--- src/rtl/shrot_pkg.sv ---
package shrot_pkg;

  // Fill source, decoded from the upper two bits of the fill code.
  typedef enum logic [1:0] {
    FS_CARRY = 2'b00,
    FS_MSB   = 2'b01,
    FS_LSB   = 2'b10,
    FS_CONST = 2'b11
  } fill_src_e;

  localparam int FILL_SEL_W = 3;

endpackage

--- src/rtl/shrot_fill_sel.sv ---
module shrot_fill_sel
  import shrot_pkg::*;
#(
  parameter int DATA_W = 8
) (
  input  logic [DATA_W-1:0]     operand,
  input  logic                  carry_in,
  input  logic [FILL_SEL_W-1:0] fill_sel,
  output logic                  fill_bit
);

  fill_src_e src;

  assign src = fill_src_e'(fill_sel[FILL_SEL_W-1:1]);

  always_comb begin
    case (src)
      FS_CARRY: fill_bit = carry_in;
      FS_MSB:   fill_bit = operand[DATA_W-1];
      FS_LSB:   fill_bit = operand[0];
      default:  fill_bit = fill_sel[0];
    endcase
  end

endmodule

--- src/rtl/shrot_core.sv ---
module shrot_core #(
  parameter int DATA_W = 8
) (
  input  logic [DATA_W-1:0] operand,
  input  logic              fill_bit,
  input  logic              go_right,
  output logic [DATA_W-1:0] shifted,
  output logic              spill
);

  localparam int TOP = DATA_W - 1;

  // Per-bit two-way mux: neighbour below for left, neighbour above for right.
  for (genvar i = 0; i < DATA_W; i++) begin : g_bit
    logic from_low;
    logic from_high;
    if (i == 0) begin : g_low_end
      assign from_low = fill_bit;
    end else begin : g_low_mid
      assign from_low = operand[i-1];
    end
    if (i == TOP) begin : g_high_end
      assign from_high = fill_bit;
    end else begin : g_high_mid
      assign from_high = operand[i+1];
    end
    assign shifted[i] = go_right ? from_high : from_low;
  end

  assign spill = go_right ? operand[0] : operand[TOP];

endmodule

--- src/rtl/shrot_unit.sv ---
module shrot_unit
  import shrot_pkg::*;
#(
  parameter int DATA_W = 8,
  parameter int DIR_W  = 2
) (
  input  logic                  clk,
  input  logic                  rst,
  input  logic [DATA_W-1:0]     op_a,
  input  logic                  carry_in,
  input  logic [DIR_W-1:0]      dir,
  input  logic [FILL_SEL_W-1:0] fill_sel,
  output logic [DATA_W-1:0]     result,
  output logic                  carry_out,
  output logic                  zero_out
);

  localparam int TOP = DATA_W - 1;

  logic              fill_bit;
  logic [DATA_W-1:0] shifted;
  logic              spill;

  shrot_fill_sel #(.DATA_W(DATA_W)) u_fill (
    .operand  (op_a),
    .carry_in (carry_in),
    .fill_sel (fill_sel),
    .fill_bit (fill_bit)
  );

  shrot_core #(.DATA_W(DATA_W)) u_core (
    .operand  (op_a),
    .fill_bit (fill_bit),
    .go_right (dir[0]),
    .shifted  (shifted),
    .spill    (spill)
  );

  always_ff @(posedge clk) begin
    if (rst) begin
      result    <= '0;
      carry_out <= 1'b0;
      zero_out  <= 1'b0;
    end else begin
      result    <= shifted;
      carry_out <= spill;
      zero_out  <= ~|shifted;
    end
  end

  // Assertions
  AST_LEFT_SPILL: assert property (@(posedge clk) disable iff (rst)
    (!$past(rst) && !$past(dir[0])) |-> (carry_out == $past(op_a[TOP])));

  AST_RIGHT_SPILL: assert property (@(posedge clk) disable iff (rst)
    (!$past(rst) && $past(dir[0])) |-> (carry_out == $past(op_a[0])));

  AST_CARRY_FILL: assert property (@(posedge clk) disable iff (rst)
    (!$past(rst) && $past(fill_sel[2:1]) == 2'b00 && !$past(dir[0]))
      |-> (result[0] == $past(carry_in)));

  AST_MSB_FILL: assert property (@(posedge clk) disable iff (rst)
    (!$past(rst) && $past(fill_sel[2:1]) == 2'b01 && $past(dir[0]))
      |-> (result[TOP] == $past(op_a[TOP])));

  AST_ROTATE_RIGHT: assert property (@(posedge clk) disable iff (rst)
    (!$past(rst) && $past(fill_sel[2:1]) == 2'b10 && $past(dir[0]))
      |-> (result[TOP] == $past(op_a[0])));

  AST_CONST_FILL: assert property (@(posedge clk) disable iff (rst)
    (!$past(rst) && $past(fill_sel[2:1]) == 2'b11 && !$past(dir[0]))
      |-> (result[0] == $past(fill_sel[0])));

  AST_ZERO_FLAG: assert property (@(posedge clk) disable iff (rst)
    !$past(rst) |-> (zero_out == (result == '0)));

  AST_RESET_CLEAR: assert property (@(posedge clk)
    $past(rst) |-> (result == '0 && !carry_out && !zero_out));

  if (DIR_W > 1) begin : g_pad_chk
    AST_PAD_NOEFFECT: assert property (@(posedge clk) disable iff (rst)
      (!$past(rst) && $past(dir[DIR_W-1:1]) != '0)
        |-> (carry_out == ($past(dir[0]) ? $past(op_a[0]) : $past(op_a[TOP]))));
  end

endmodule

--- config.mk ---
export PLATFORM = sky130hd
export DESIGN_NAME = shrot_unit
export DESIGN_NICKNAME = d
export VERILOG_FILES = /design/src/rtl/shrot_pkg.sv /design/src/rtl/shrot_fill_sel.sv /design/src/rtl/shrot_core.sv /design/src/rtl/shrot_unit.sv
export SDC_FILE = /design/constraint.sdc
export NUM_CORES = 1
export LEC_CHECK = 0
export BUFFER_PORTS_ARGS = -buffer_cell sky130_fd_sc_hd__buf_4
export CELL_PAD_IN_SITES_DETAIL_PLACEMENT = 1
export CELL_PAD_IN_SITES_GLOBAL_PLACEMENT = 1
export CORE_MARGIN = 4
export CORE_UTILIZATION = 29
export CTS_CLUSTER_DIAMETER = 40
export CTS_CLUSTER_SIZE = 40
export DETAILED_ROUTE_END_ITERATION = 7
export PLACE_DENSITY = 0.85
export SYNTH_ARGS = -nofsm -noshare
export SYNTH_HDL_FRONTEND = slang
export SYNTH_SLANG_ARGS = --single-unit
--- constraint.sdc ---
create_clock -name clk -period 1.5 [get_ports clk]
set_input_delay 0.45 -clock clk [delete_from_list [all_inputs] [get_ports clk]]
set_output_delay 0.45 -clock clk [all_outputs]
set_load 0.02 [all_outputs]
==> metrics.log <==
[metrics] clock-pin transition on the worst setup and hold timing paths: 0.07 ns
[metrics] effective utilization at floorplan: 0.325
[metrics] maximum operating frequency: ~850 MHz
[metrics] first-pass GRT wire length: 2.16 mm
[metrics] sequential share of the synthesized area: 0.451
[metrics] final critical-path share of the clock period: 0.784
[metrics] maximum number of pins on one net before global-route repair: 15
[metrics] worst hold slack: 0.450 ns
[metrics] Commonest cells post-synth: 10 x dfxtp_1, 10 x mux2i_1, 7 x nor2_1, 3 x or3b_2
[metrics] ratio of cells with drive above 1 in the final layout: 0.485
[metrics] portion of synthesized cell area occupied by the leading cell type: 0.451
[metrics] fin worst setup slack: 0.324 ns
[metrics] CP Data Arrival Time: ~0.73 ns
[metrics] relative slew slack: 0.853
[metrics] via count of the first global-routing pass: 452
[metrics] initial antenna violation count: 0
[metrics] clock network fraction of design power: 0.359
[metrics] fin. max-slew vios: 0
[metrics] slew at the pin closest to its max-slew limit: roughly 0.21 ns
[metrics] post-route ant nets: 0
[metrics] Yosys reg bits: 10
[metrics] first drt pass iteration count: 1
[metrics] number of maximum-capacitance violations: 0
[metrics] TritonCTS buffer count: 3
[metrics] GPL Wtd Cong: 0.730
[metrics] synthesized area divided by synthesized cell count: 10.8 um2
[metrics] Net Switching: roughly 0.17 mW
[metrics] Num Clock Sinks: 10
[metrics] Die Outline Area: 2220 um2
[metrics] Fin Setup TNS: 0 ns
[metrics] Layout Nets: 85
[metrics] most instantiated flip-flop cell in the synthesis netlist: dfxtp_1
[metrics] Post-synth ARST share: 0
[metrics] final HPWL from detailed placement: 985 um
[metrics] Die X-Extent: 47.1 um
[metrics] number of buffer and inverter instances along the worst setup path: 1
[metrics] YS warnings: 0
[metrics] cell class contributing the biggest share of worst-path delay: flip-flops
[metrics] maximum fanout along the worst path: 1
[metrics] share of power burned in registers: 0.429
[metrics] status: complete, no violations
[metrics] Tightest Hold Check Type: in -> reg
[metrics] Cell Area, Synth: 444 um2
[metrics] quantity of I/O buffers inserted on ports: 24
[metrics] net count of the mapped netlist: 57
[metrics] top-level I/O count: 26
[metrics] relative contribution of combinational cells to total power: 0.213
[metrics] Congestion Overflow GR: 0
[metrics] final antenna diode count: 0
[metrics] number of levels the H-tree was split into: 1
[metrics] post-synth top area cell: dfxtp_1
[metrics] cell types with the largest area share after synthesis: dfxtp_1 45%, mux2i_1 23%, nor2_1 5.9%
[metrics] CP max stage cell: dfxtp_1
[metrics] number of rows created at floorplan: 13
[metrics] leakage power summed over all cells: 0.330 nW
[metrics] element type at the critical path end: output port
[metrics] global router's overall resource usage: 0.142
[metrics] number of standard cells after synthesis: 41
[metrics] clk root buf: clkbuf_4
[metrics] TritonCTS clock tree: built
[metrics] core outline area: approximately 1400 um2
[metrics] violation count after the first detailed-route iteration: 0
[metrics] post-CTS setup buffer count: 0
[metrics] routed length per instance: 15.3 um
[metrics] Internal Dissipation: 0.503 mW
[metrics] final hold violations: 0
[metrics] layout-stage area growth over the synthesis result: 52.7%
[metrics] number of synthesized flops with an enable pin: 0
[metrics] crit path time final: 1.18 ns
[metrics] PwrDens: approximately 1000 nW/um2
[metrics] post-placement worst setup slack: between 0.1 and 0.15 ns
[metrics] type of origin of the critical path: flop
[metrics] # placed instances: 79
[metrics] data required time of the worst path: 1.05 ns
[metrics] per-cell via count in the routed design: 5.12
[metrics] Post-Layout Cell Count: 83
[metrics] hold_buf cts: 0
[metrics] Setup Crit Path Kind: reg -> out
[metrics] wirelength, routed: 1.27 mm
[metrics] CTS max path bufs: 2
[metrics] total of endpoints with negative setup slack in the final report: 0
[metrics] residual DRC count: 0
[metrics] setup repair after global routing missed its margin: no
[metrics] worst vdd rail ir drop: ~450 uV
[metrics] net switching share of the total power: 0.249
[metrics] count of different cell masters after synthesis: 13
[metrics] post-cts repair resize count: 0
[metrics] cells along the critical path: buf_4
[metrics] height of the chip: 47.1 um
[metrics] Slowest Stage Delay on Critical Path: between 0.3 and 0.4 ns
[metrics] fillers: about 160
[metrics] total number of vias: around 430
==> layout make-up <==
type / instances / area (um2) / share of cell area
multi-input cells: 29 / 235 / 0.347
flip-flops and latches: 10 / 200 / 0.295
repair buffers: 25 / 188 / 0.277
clock buffers: 4 / 36.3 / 0.0535
well taps: 15 / 18.8 / 0.0277
==> final timing paths <==
kind                      start   endpoint  slack, ns  cells after the start
worst min-delay path    op_a[4]  result[5]       0.45                      3
worst max-delay path  result[0]  result[0]       0.32                      1
==> flip-flops by register name, indices dropped and copies added, names as in the netlist <==
name,cells
carry_out,1
result,8
zero_out,1
==> cells by family after synthesis <==
kind of cell	share of synthesized area
and+or+nand+nor	0.214
muxes	0.276
DFF	0.451
AOI/OAI and AO/OA	0.0394
buffers and inverters	0.0197
==> layer usage <==
metal | track usage | share of wire
met5 | 0 | 0
met3 | 0.0192 | 0.076
met1 | 0.168 | 0.40
met4 | 0.0994 | 0.015
met2 | 0.236 | 0.51
==> cell usage in the layout (no fill, tap or decap), drive strengths merged <==
cell and instances:
and4b 1, nor2 7, mux2i 10, mux4 1
or3b 3, nor4 1, nand3b 2, nor3 1
buf 25, dfxtp 10, or3 1, clkbuf 4
o221ai 2
==> stage by stage <==
step | area (um2) | utilization | power (mW)
after global routing | 678 | 0.496 | 0.715
after global placement | 642 | 0.470 | 0.432
after detailed placement | 642 | 0.470 | 0.435
after floorplan | 444 | - | 0.360
after CTS | 678 | 0.496 | 0.680
final | 678 | 0.496 | 0.670
==> power by group through the flow <==
| stage | sequential, mW | combinational, mW | clock (mW) |
|---|---|---|---|
| 6_report | 0.287 | 0.142 | 0.240 |
| 5_1_grt | 0.289 | 0.155 | 0.271 |
| 4_1_cts | 0.287 | 0.144 | 0.249 |
| 3_5_place_dp | 0.294 | 0.142 | 0 |
| 3_3_place_gp | 0.293 | 0.140 | 0 |
| 2_1_floorplan | 0.315 | 0.0450 | 0 |
Note: power is estimated with default switching activity, not from simulation.
